`config.mk`:
```
export PLATFORM = sky130hd
export DESIGN_NAME = wash_motor_seq
export DESIGN_NICKNAME = d
export VERILOG_FILES = /design/src/rtl/wms_pkg.sv /design/src/rtl/wms_tick_div.sv /design/src/rtl/wms_phase_seq.sv /design/src/rtl/wms_out_map.sv /design/src/rtl/wash_motor_seq.sv
export SDC_FILE = /design/constraint.sdc
export NUM_CORES = 1
export LEC_CHECK = 0
export BUFFER_PORTS_ARGS = -buffer_cell sky130_fd_sc_hd__buf_2
export CAP_MARGIN = 20
export CORE_UTILIZATION = 50
export DETAILED_ROUTE_END_ITERATION = 10
export GPL_ROUTABILITY_DRIVEN = 1
export GPL_TIMING_DRIVEN = 0
export PLACE_DENSITY = 0.79
export SLEW_MARGIN = 20
export SYNTH_ARGS = -nofsm -noshare
export SYNTH_HDL_FRONTEND = slang
export SYNTH_HIERARCHICAL = 1
export SYNTH_SLANG_ARGS = --single-unit
```
`constraint.sdc`:
```
create_clock -name clk -period 1.9 [get_ports clk]
set_input_delay 0.38 -clock clk [delete_from_list [all_inputs] [get_ports clk]]
set_output_delay 0.38 -clock clk [all_outputs]
set_load 0.02 [all_outputs]
```
`src/rtl/wms_pkg.sv`:
```
package wms_pkg;
  typedef enum logic [2:0] {
    PH_IDLE  = 3'd0,
    PH_FWD   = 3'd1,
    PH_GAP_A = 3'd2,
    PH_REV   = 3'd3,
    PH_GAP_B = 3'd4
  } phase_t;
endpackage

```
`src/rtl/wms_tick_div.sv`:
```
module wms_tick_div #(
  parameter int unsigned TICK_DIV = 50_000_000
) (
  input  logic clk,
  input  logic rst_n,
  input  logic run,
  output logic tick
);
  localparam int unsigned CW = (TICK_DIV > 2) ? $clog2(TICK_DIV) : 1;
  localparam logic [CW-1:0] LAST = CW'(TICK_DIV - 1);

  logic [CW-1:0] cnt;

  always_ff @(posedge clk or negedge rst_n) begin
    if (!rst_n) begin
      cnt  <= '0;
      tick <= 1'b0;
    end else if (!run) begin
      cnt  <= '0;
      tick <= 1'b0;
    end else if (cnt == LAST) begin
      cnt  <= '0;
      tick <= 1'b1;
    end else begin
      cnt  <= cnt + 1'b1;
      tick <= 1'b0;
    end
  end

  // Ticks never outlive the run condition (supports R8)
  assert_no_stale_tick_R8: assert property (@(posedge clk) disable iff (!rst_n)
    !run |=> !tick);
endmodule

```
`src/rtl/wms_phase_seq.sv`:
```
module wms_phase_seq
  import wms_pkg::*;
#(
  parameter int unsigned FWD_S = 20,
  parameter int unsigned GAP_S = 10,
  parameter int unsigned REV_S = 20
) (
  input  logic   clk,
  input  logic   rst_n,
  input  logic   run,
  input  logic   tick,
  output phase_t phase
);
  localparam int unsigned MAX_S = (FWD_S > REV_S) ? ((FWD_S > GAP_S) ? FWD_S : GAP_S)
                                                  : ((REV_S > GAP_S) ? REV_S : GAP_S);
  localparam int unsigned SW = $clog2(MAX_S + 1);

  logic [SW-1:0] sec_cnt;
  logic [SW-1:0] dur_m1;
  phase_t        nxt_ph;

  always_comb begin
    unique case (phase)
      PH_FWD:   begin dur_m1 = SW'(FWD_S - 1); nxt_ph = PH_GAP_A; end
      PH_GAP_A: begin dur_m1 = SW'(GAP_S - 1); nxt_ph = PH_REV;   end
      PH_REV:   begin dur_m1 = SW'(REV_S - 1); nxt_ph = PH_GAP_B; end
      PH_GAP_B: begin dur_m1 = SW'(GAP_S - 1); nxt_ph = PH_FWD;   end
      default:  begin dur_m1 = '0;             nxt_ph = PH_FWD;   end
    endcase
  end

  always_ff @(posedge clk or negedge rst_n) begin
    if (!rst_n) begin
      phase   <= PH_IDLE;
      sec_cnt <= '0;
    end else if (!run) begin
      phase   <= PH_IDLE;
      sec_cnt <= '0;
    end else if (phase == PH_IDLE) begin
      phase   <= PH_FWD;
      sec_cnt <= '0;
    end else if (tick) begin
      if (sec_cnt == dur_m1) begin
        phase   <= nxt_ph;
        sec_cnt <= '0;
      end else begin
        sec_cnt <= sec_cnt + 1'b1;
      end
    end
  end

  assert_start_fwd_R1: assert property (@(posedge clk) disable iff (!rst_n)
    (phase == PH_IDLE && run) |=> phase == PH_FWD);
  assert_abort_idle_R4: assert property (@(posedge clk) disable iff (!rst_n)
    !run |=> phase == PH_IDLE);
  assert_hold_no_tick_R3: assert property (@(posedge clk) disable iff (!rst_n)
    (run && !tick && phase != PH_IDLE) |=> $stable(phase));
  assert_rev_after_gap_R2: assert property (@(posedge clk) disable iff (!rst_n)
    (run && $past(run) && phase == PH_REV && $past(phase) != PH_REV) |-> $past(phase) == PH_GAP_A);
endmodule

```
`src/rtl/wms_out_map.sv`:
```
module wms_out_map
  import wms_pkg::*;
(
  input  logic       clk,
  input  logic       rst_n,
  input  phase_t     phase,
  output logic [2:0] status_led,
  output logic       motor_fwd,
  output logic       motor_rev
);
  always_comb begin
    status_led = 3'b000;
    motor_fwd  = 1'b0;
    motor_rev  = 1'b0;
    unique case (phase)
      PH_FWD:             begin status_led = 3'b001; motor_fwd = 1'b1; end
      PH_REV:             begin status_led = 3'b010; motor_rev = 1'b1; end
      PH_GAP_A, PH_GAP_B: status_led = 3'b100;
      default:            ;
    endcase
  end

  assert_dir_exclusive_R6: assert property (@(posedge clk) disable iff (!rst_n)
    !(motor_fwd && motor_rev));
  assert_lamp_onehot_R5: assert property (@(posedge clk) disable iff (!rst_n)
    (phase != PH_IDLE) |-> $countones(status_led) == 1);
  assert_idle_dark_R7: assert property (@(posedge clk) disable iff (!rst_n)
    (phase == PH_IDLE) |-> (status_led == 3'b000 && !motor_fwd && !motor_rev));
endmodule

```
`src/rtl/wash_motor_seq.sv`:
```
module wash_motor_seq
  import wms_pkg::*;
#(
  parameter int unsigned TICK_DIV = 50_000_000,
  parameter int unsigned FWD_S    = 20,
  parameter int unsigned GAP_S    = 10,
  parameter int unsigned REV_S    = 20
) (
  input  logic       clk,
  input  logic       rst_n,
  input  logic       run,
  output logic [2:0] status_led,
  output logic       motor_fwd,
  output logic       motor_rev
);
  logic   tick;
  phase_t phase;

  wms_tick_div #(.TICK_DIV(TICK_DIV)) u_div (
    .clk(clk), .rst_n(rst_n), .run(run), .tick(tick)
  );

  wms_phase_seq #(.FWD_S(FWD_S), .GAP_S(GAP_S), .REV_S(REV_S)) u_seq (
    .clk(clk), .rst_n(rst_n), .run(run), .tick(tick), .phase(phase)
  );

  wms_out_map u_map (
    .clk(clk), .rst_n(rst_n), .phase(phase),
    .status_led(status_led), .motor_fwd(motor_fwd), .motor_rev(motor_rev)
  );
endmodule

```
==> results of run 1 <==
==> power by group <==
part | internal, W | switching, W | leakage, nW | total [W]
logic | 0.0000327 | 0.0000499 | 0.432 | 0.0000826
registers | 0.000751 | 0.00000833 | 0.475 | 0.000760
clock network | 0.000331 | 0.000270 | 0.0515 | 0.000601
total | 0.00111 | 0.000329 | 0.958 | 0.00144
==> state kept, by name (all words and copies together) (netlist names) <==
register,count
u_div/tick,1
u_seq/phase,3
u_div/cnt,26
u_seq/sec_cnt,5
==> routing by layer <==
layer | track usage [%] | vias up | wire (microns) | share of wire (%)
li1 | - | 824 | - | -
met1 | 29.28 | 865 | 2022 | 43
met2 | 39.45 | 40 | 2433 | 51
met3 | 7.746 | 10 | 211 | 4.4
met4 | 10.00 | 0 | 81 | 1.7
met5 | 0 | - | 0 | 0
==> stage by stage <==
stage | cell area [sq um] | util, %
floorplan | 1981 | -
global placement | 2076 | 55.45
detailed placement | 2076 | 55.45
CTS | 2281 | 60.93
global route | 2379 | 63.54
finish | 2379 | 63.54
==> critical path, cell delays in order, from the launching register on <==
cell	delay (ns)
dfrtp_2	0.40
or3_4	0.38
a211o_1	0.30
a311oi_4	0.30
nand4b_1	0.25
o22ai_2	0.24
==> path summary, 6_finish.rpt <==
kind | startpoint | end | slack, ns | depth (start not counted)
min in group clk | run | u_seq/phase[0] | 0.41 | 2
worst max register to register | u_seq/phase[1] | u_seq/phase[2] | -0.07 | 5
max in group asynchronous | rst_n | u_div/cnt[2] | 1.20 | 1
worst max-delay path | u_seq/phase[1] | u_seq/phase[2] | -0.07 | 5
worst min register to register | u_div/cnt[0] | u_div/cnt[0] | 0.53 | 1
worst min-delay path | rst_n | u_seq/sec_cnt[1] | 0.15 | 1
==> synthesized netlist by cell type, types with 3 or more instances <==
cell type / instances
and3_1: 5
xnor2_1: 8
a21oi_1: 16
or3b_2: 3
nor3_1: 5
or4_1: 5
or3_1: 5
nand3b_1: 5
nand4_1: 7
buf_2: 3
nor4_1: 4
o21ai_0: 3
nor2_1: 18
nand3_1: 15
xor2_1: 7
inv_1: 6
dfrtp_1: 35
nand2b_1: 5
o31ai_1: 5
nand2_1: 14
==> what timing repair did <==
action / 4_1_cts / 5_1_grt
gates resized for setup: 15 / 18
buffers inserted: 7 / 5
pin swaps: 10 / 10
endpoints found under the hold margin: 0 / 0
setup endpoints to repair: 32 / 32
gates cloned: 0 / 1
==> layout make-up <==
cell class	instances	area share [%]
multi-input combinational	161	47.24
sequential	35	37.14
timing repair buffer	20	5.576
clock buffer	8	4.208
tap	48	2.525
buffer	6	2.367
inverter	6	0.9469
==> cell families (layout without fill, tap and decap cells) <==
family | count (synthesis) | count (layout) | share of synthesized area (%)
simple gates | 107 | 107 | 31.40
compound gates | 37 | 37 | 12.89
buf+inv | 14 | 40 | 3.600
fa+ha+maj | 2 | 2 | 1.263
flops | 35 | 35 | 44.22
xor+xnor | 15 | 15 | 6.633
==> impl_metrics.csv, run 1 <==
group,metric,value,unit
status,outcome,"finished with violations",
status,violations,"setup timing",
final_layout,fin_cells,284,
global_route,overflow,0,
yosys,synth-edff-count,0,
setup_path,arrival,2.18,ns
final_layout,drive_above_1_share,25.85,%
setup_path,path_max_fanout,4,
floorplan,die_area,0.004217,sq mm
global_route,grt_pass1_wl,7555,microns
global_route,antenna_found_initial,0,
yosys,synth-seq-cells,35,
timing,slew_headroom,48.54,%
routing,drtAntennaViolNets,0,
final_layout,nets,240,
clock_network,cts_hold_buf,0,
floorplan,fp.dieW,64.94,microns
timing,postLayoutSetupSlackWorst,-0.06963,ns
yosys,synth-main-ff-cell,"dfrtp_1",
yosys,avgSynthCellArea,9.432,sq um
pwr,p_leak,0.9582,nW
timing,fin_crit_sh,103.7,%
setup_path,critPathLaunchType,"flop",
place,gp_congestion,0.8460,
hold_path,hold_path_class,"in2async",
pwr,totalPowerFinal,0.001443,W
routing,vias_per_cell,6.123,
yosys,synthTopCellsByArea,"dfrtp_1 (44%), a21oi_1 (4.0%), nand3_1 (3.8%)",
routing,drc,0,
place,placed_cells,265,
routing,route.vias.total,1739,
final_layout,seq_area,883.3,sq um
place,portBuffers,7,
yosys,synth_nets,215,
place,post-dp-hpwl,2784,microns
routing,first_pass_iters,4,
setup_path,critPathKind,"reg2reg",
clock_network,cts_tree,"yes",
yosys,synth_top_area_share,44.22,%
final_layout,diodes,0,
yosys,synth_cells,210,
timing,drv_slew,0,
final_layout,syn2layout_area_growth,20.09,%
timing,setup-violations-final,3,
timing,rsz0062_at_grt,"true",
timing,period_minus_slack,1.970,ns
yosys,synth.largest_area_cell,"dfrtp_1",
setup_path,cp-end-kind,"flop",
clock_network,ctsLongestPathBuffers,2,
yosys,ys.warnings.count,6,
floorplan,initial_core_util,52.91,%
clock_network,root_buffer,"clkbuf_8",
pwr,powerDensity,606.9,mW/mm^2
timing,setup-tns-final,-0.1931,ns
clock_network,clk_pin_slew_worst_paths,0.07,ns
timing,final_hold_viol_count,0,
timing,hold_slack,0.1534,ns
timing,worst_slew_pin_slew,0.7719,ns
routing,drt-total-wl,4749,microns
pwr,max-vdd-ir-drop,0.4822,mV
final_layout,fillers,325,
setup_path,cp.required,2.11,ns
timing,fmax,507.7,MHz
yosys,synth_area,0.001981,sq mm
run,drv_cap,0,
floorplan,ios,8,
clock_network,insertion_delay,0.30,ns
floorplan,die_h,64.94,microns
timing,clock_skew,0.006350,ns
clock_network,numCtsBuffers,5,
final_layout,multi_input_area,0.001124,sq mm
global_route,grt_max_degree,36,
global_route,grt_usage,24.21,%
global_route,grt_pass1_vias,1625,
routing,first_iter_violations,108,
clock_network,cts_max_level,2,
yosys,ys_seq_area_share,44.22,%
yosys,synth_cell_types,45,
clock_network,cts.sinks,35,
floorplan,coreArea,0.003744,sq mm
final_layout,layout_common_cells,"dfrtp_1 (29), nor2_1 (18), nand3_1 (15)",
routing,wl_per_cell,16.72,microns
place,pre_cts_slack,-0.3213,ns
final_layout,layout_commonest_cell,"dfrtp_1",
floorplan,rows,22,
yosys,async_flop_share,100.0,%
Note: power is estimated with default switching activity, not from simulation.
==> run 2: changes to the inputs <==
ABC_CLOCK_PERIOD_IN_PS = 1900   (was default)
BUFFER_PORTS_ARGS = default   (was -buffer_cell sky130_fd_sc_hd__buf_2)
DONT_BUFFER_PORTS = 1   (was default)
PLACE_DENSITY = 0.78   (was 0.79)
==> run 2 against run 1 <==
Against the previous run: the flow still finishes with violations (setup timing); flip-flop and latch count stayed put; via count is 6.1% higher; setup slack worse by 0.025 ns; register-to-register slack worse by 0.02 ns; count of clock-buffer cells in the layout is 1 lower; design area is 8.0% higher; critical path type unchanged; critical endpoint is now u_seq/phase[0]; largest power group unchanged.
==> impl_metrics.csv, run 2 (same netlist as run 1, synthesis figures left out) <==
group,metric,value,unit
floorplan,rows,22,
final_layout,syn2layout_area_growth,29.75,%
clock_network,cts_tree,"yes",
setup_path,cpPeakStageDelay,0.39,ns
pwr,switching_share,23.68,%
timing,setup-violations-final,5,
routing,drt-total-wl,5060,microns
setup_path,slowest_stage,"dfrtp_1",
routing,first_iter_violations,145,
floorplan,coreArea,0.003744,sq mm
timing,slew_headroom,61.99,%
setup_path,path_delay_family,"compound AO/OA/AOI/OAI gates",
timing,rsz0062_at_grt,"true",
clock_network,numCtsBuffers,5,
setup_path,path_buf_inv,1,
setup_path,rrSetupSlack,-0.09,ns
routing,first_pass_iters,5,
hold_path,hold_path_class,"in2reg",
clock_network,insertion_delay,0.29,ns
global_route,grt_usage,24.55,%
final_layout,nets,257,
pwr,combPwrFrac,6.8,%
timing,fin_crit_sh,105.0,%
setup_path,critical_path_depth,6,
floorplan,die_area,0.004217,sq mm
pwr,powerDensity,536.0,mW/mm^2
setup_path,ff2ff_path_depth,6,
run,drv_cap,0,
setup_path,r2r_start,"u_seq/phase[2]",
clock_network,ctsLongestPathBuffers,2,
place,portBuffers,0,
pwr,max-vdd-ir-drop,0.5791,mV
pwr,switching_power,0.0003261,W
final_layout,fin_cells,301,
setup_path,cp-end-kind,"flop",
global_route,antenna_found_initial,0,
global_route,overflow,0,
floorplan,fp.dieW,64.94,microns
routing,drtAntennaViolNets,0,
timing,final_hold_viol_count,0,
setup_path,endpoint,"u_seq/phase[0]",
routing,vias_per_cell,6.130,
setup_path,critPathLaunchType,"flop",
final_layout,layout_common_cells,"buf_4 (33), dfrtp_1 (28), nor2_1 (18)",
setup_path,path_max_fanout,6,
final_layout,layout_commonest_cell,"buf_4",
status,violations,"setup timing",
pwr,seq_power_share,55.2,%
pwr,clockPowerShare,38.0,%
floorplan,ios,8,
final_layout,fillers,277,
setup_path,critPathKind,"reg2reg",
global_route,grt_max_degree,36,
final_layout,largest_register_ffs,26,
final_layout,fin_area,0.002570,sq mm
timing,period_minus_slack,1.994,ns
routing,wl_per_cell,16.81,microns
place,dpl_cell_area,0.002041,sq mm
place,placed_cells,258,
final_layout,largest-register,"u_div/cnt",
setup_path,r2r_end,"u_seq/phase[0]",
timing,clock_skew,0.004478,ns
place,post-dp-hpwl,2715,microns
global_route,grt_pass1_wl,7803,microns
pwr,p_leak,1.044,nW
status,outcome,"finished with violations",
floorplan,initial_core_util,52.91,%
setup_path,arrival,2.17,ns
clock_network,clk_pin_slew_worst_paths,0.06,ns
clock_network,cts_max_level,2,
timing,fmax,501.4,MHz
routing,drc,0,
place,gp_congestion,0.8577,
hold_path,hold_path_depth,1,
setup_path,crit_chain,"buf_6, or3_4, a211o_1, a311oi_4, nand4b_1, o311a_2",
clock_network,root_buffer,"clkbuf_8",
global_route,grt_pass1_vias,1716,
final_layout,drive_above_1_share,33.60,%
timing,postLayoutSetupSlackWorst,-0.09441,ns
clock_network,cts.sinks,35,
timing,setup-tns-final,-0.3182,ns
pwr,p_int,0.001051,W
setup_path,cp-startpoint,"u_seq/phase[2]",
setup_path,cp.required,2.07,ns
floorplan,die_h,64.94,microns
routing,route.vias.total,1845,
timing,drv_slew,0,
timing,worst_slew_pin_slew,0.5680,ns
final_layout,diodes,0,
final_layout,reg.largest.list,"u_div/cnt (26), u_seq/sec_cnt (5), u_seq/phase (3)",
==> run 2: cell count changes in the layout (fill, tap and decap cells not counted), sizes merged <==
| cell | before | now |
|---|---|---|
| clkinv | 0 | 1 |
| buf | 25 | 41 |
| dlygate4sd3 | 0 | 1 |
| clkbuf | 9 | 8 |
==> run 2: layout make-up <==
class	instances	area, sq um	area share (%)
Clock inverter	1	5.005	0.1947
Tap cell	48	60.06	2.337
Clock buffer	7	76.32	2.970
Inverter	6	22.52	0.8763
Multi-Input combinational cell	161	1161	45.18
Sequential cell	35	884.6	34.42
Buffer	6	56.30	2.191
Timing Repair Buffer	37	304.0	11.83
==> run 2: routing by layer <==
layer  share of wire [%]  track usage, %
met1                  42           30.88
met2                  52           40.23
met3                 4.6           5.634
met4                 1.4           10.28
met5                   0               0
==> run 2: how the worst min path moves through the flow <==
stage | from | to | slack (ns)
after global routing | run | u_seq/phase[0] | 0.22
after detailed placement | rst_n | u_seq/sec_cnt[2] | 0.09
final | run | u_seq/phase[0] | 0.23
after floorplan | rst_n | u_div/cnt[0] | 0.08
after global placement | rst_n | u_seq/sec_cnt[1] | 0.09
after CTS | run | u_seq/phase[0] | 0.22
==> run 2: power by group through the flow <==
stage	clock, W	sequential, W	combinational (W)
final	0.000523	0.000761	0.0000940
after global routing	0.000570	0.000761	0.000103
after CTS	0.000537	0.000759	0.0000743
after detailed placement	0	0.000774	0.0000416
after global placement	0	0.000773	0.0000411
after floorplan	0	0.000772	0.0000339
==> run 2: timing repair <==
item | 4_1_cts | 5_1_grt
endpoints found under the setup margin | 32 | 33
setup buffers | 17 | 18
hold buffers | 2 | 0
resized for setup | 25 | 18
pin swaps | 11 | 12
gates cloned | 0 | 0
endpoints found under the hold margin | 35 | 0
==> run 2: worst register-to-register path: stages, from the launching register on <==
cell	delay, ns
dfrtp_1	0.39
buf_6	0.13
or3_4	0.33
a211o_1	0.30
a311oi_4	0.31
nand4b_1	0.24
o311a_2	0.18
==> run 2: per-stage QoR <==
| stage | utilization, % | power (W) | setup WS [ns] | hold slack [ns] |
|---|---|---|---|---|
| 5_1_grt | 68.65 | 0.001434 | -0.1292 | 0.2178 |
| 3_3_place_gp | 54.51 | 0.0008145 | -0.3260 | 0.08500 |
| 4_1_cts | 63.14 | 0.001370 | -0.1155 | 0.2196 |
| 2_1_floorplan | - | 0.0008057 | 0.0001166 | 0.08441 |
| 3_5_place_dp | 54.51 | 0.0008155 | -0.3360 | 0.08512 |
| 6_report | 68.65 | 0.001377 | -0.09441 | 0.2287 |
==> run 3: changes to the inputs <==
ABC_CLOCK_PERIOD_IN_PS = 2300   (was 1900)
PLACE_DENSITY = 0.75   (was 0.78)
RECOVER_POWER = 25   (was default)
clock period = 2.3 ns   (was 1.9 ns; I/O delays follow)
==> run 3 against run 2 <==
Against the previous run: largest cell class unchanged; clock skew rose by 0.0030 ns; power down 9.4%; utilization is 10 points lower; critical path depth is the same; design area is 15% lower; the flow now finishes without violations.
==> impl_metrics.csv, run 3 (same netlist as run 1, synthesis figures left out) <==
group,metric,value,unit
routing,wl_per_cell,14.91,microns
floorplan,coreArea,0.003744,sq mm
setup_path,cp-end-kind,"flop",
final_layout,diodes,0,
clock_network,ctsLongestPathBuffers,2,
final_layout,syn2layout_area_growth,10.36,%
clock_network,root_buffer,"clkbuf_8",
clock_network,cts_max_level,2,
floorplan,fp.dieW,64.94,microns
floorplan,ios,8,
setup_path,slowest_stage,"dfrtp_1",
timing,rsz0062_at_grt,"false",
final_layout,reg.largest.list,"u_div/cnt (26), u_seq/sec_cnt (5), u_seq/phase (3)",
clock_network,clk_pin_slew_worst_paths,0.08,ns
final_layout,largest-register,"u_div/cnt",
place,pre_cts_slack,0.03944,ns
routing,first_pass_iters,4,
floorplan,die_area,0.004217,sq mm
routing,vias_per_cell,6.045,
place,gp_congestion,0.8278,
final_layout,layout_commonest_cell,"dfrtp_1",
timing,worst_slew_pin_slew,0.8677,ns
timing,fmax,482.0,MHz
place,portBuffers,0,
floorplan,die_h,64.94,microns
timing,slew_headroom,42.15,%
routing,route.vias.total,1620,
final_layout,layout_common_cells,"dfrtp_1 (35), nor2_1 (18), a21oi_1 (16)",
global_route,grt_usage,21.54,%
routing,drc,0,
clock_network,cts_tree,"yes",
global_route,grt_pass1_vias,1466,
pwr,powerDensity,571.0,mW/mm^2
timing,drv_slew,0,
global_route,grt_max_degree,36,
routing,first_iter_violations,83,
timing,setup-violations-final,0,
setup_path,critPathKind,"reg2reg",
final_layout,fillers,332,
timing,hold_slack,0.2842,ns
setup_path,arrival,2.29,ns
timing,postLayoutSetupSlackWorst,0.2251,ns
pwr,p_leak,0.8678,nW
run,drv_cap,0,
setup_path,rrSetupSlack,0.23,ns
global_route,antenna_found_initial,0,
global_route,overflow,0,
floorplan,rows,22,
timing,final_hold_viol_count,0,
routing,drt-total-wl,3995,microns
final_layout,post-route-util,58.39,%
timing,setup-tns-final,0,ns
final_layout,drive_above_1_share,12.73,%
setup_path,crit_chain,"buf_6, or3_1, a211o_1, a311oi_4, nand4b_1, o22ai_1",
floorplan,initial_core_util,52.91,%
hold_path,hold_path_class,"in2reg",
final_layout,nets,224,
pwr,max-vdd-ir-drop,0.4232,mV
status,outcome,"finished, final reports clean",
timing,clock_skew,0.007489,ns
clock_network,cts_setup_buffers,0,
setup_path,cp.required,2.52,ns
setup_path,path_max_fanout,10,
clock_network,insertion_delay,0.30,ns
timing,period_minus_slack,2.075,ns
pwr,totalPowerFinal,0.001248,W
global_route,grt_pass1_wl,6789,microns
clock_network,numCtsBuffers,5,
routing,drtAntennaViolNets,0,
timing,fin_crit_sh,90.21,%
setup_path,cpPeakStageDelay,0.43,ns
clock_network,cts.sinks,35,
setup_path,critPathLaunchType,"flop",
place,post-dp-hpwl,2674,microns
final_layout,largest_register_ffs,26,
## run 3: cell types whose count changed in the layout (fill, tap and decap cells not counted), moves of 3 or more
cell	previous run	this run
buf_2	0	3
dfrtp_1	28	35
dfrtp_2	7	0
buf_6	7	1
a21oi_2	5	0
or3_4	3	0
or3_1	2	5
buf_4	33	2
a21oi_1	11	16
## run 3: layer usage
metal	wire length (microns)	global-route usage (%)	share of wire, %
met3	113	3.697	2.8
met5	0	0	0
met2	1912	33.20	48
met4	77	11.11	1.9
met1	1891	28.83	47
## run 3: worst paths after layout
kind                                          to            from  cells past startpoint
worst max-delay path              u_seq/phase[2]  u_seq/phase[2]                      6
worst min-delay path              u_seq/phase[0]             run                      1
worst max register to register    u_seq/phase[2]  u_seq/phase[2]                      6
worst min register to register      u_div/cnt[0]    u_div/cnt[0]                      1
max in group asynchronous          u_div/cnt[22]           rst_n                      2
min in group asynchronous       u_seq/sec_cnt[2]           rst_n                      2
## run 3: repair_timing
action / CTS / global route
endpoints found under the hold margin: 35 / 0
hold buffers: 2 / 0
gates resized for setup: 0 / 2
endpoints found under the setup margin: 0 / 20
## run 3: cell type report
type	count	area (sq um)	area share, %
repair buffers	2	15.01	0.6869
multi-input cells	161	1047	47.91
clock inverters	3	47.55	2.175
well taps	48	60.06	2.748
clock buffers	5	68.82	3.148
flip-flops and latches	35	875.8	40.07
inverters	6	22.52	1.030
plain buffers	8	48.80	2.232
## run 3: critical path, delay by kind of cell, from the launching register on
| family | cells | cell delay [ns] |
|---|---|---|
| compound gates | 3 | 0.86 |
| simple gates | 2 | 0.54 |
| flops | 1 | 0.43 |
| buf+inv | 1 | 0.16 |
## run 3: through the flow
stage | instance area [sq um] | std cells
after floorplan | 1981 | 210
after global placement | 2041 | 258
after detailed placement | 2041 | 258
after CTS | 2187 | 268
after global routing | 2186 | 268
final | 2186 | 268
## run 3: power breakdown
part | switching (W) | total (W) | internal, W
Clock | 0.000244 | 0.000573 | 0.000328
Sequential | 0.00000698 | 0.000627 | 0.000620
Combinational | 0.0000330 | 0.0000485 | 0.0000156
Total | 0.000284 | 0.00125 | 0.000964
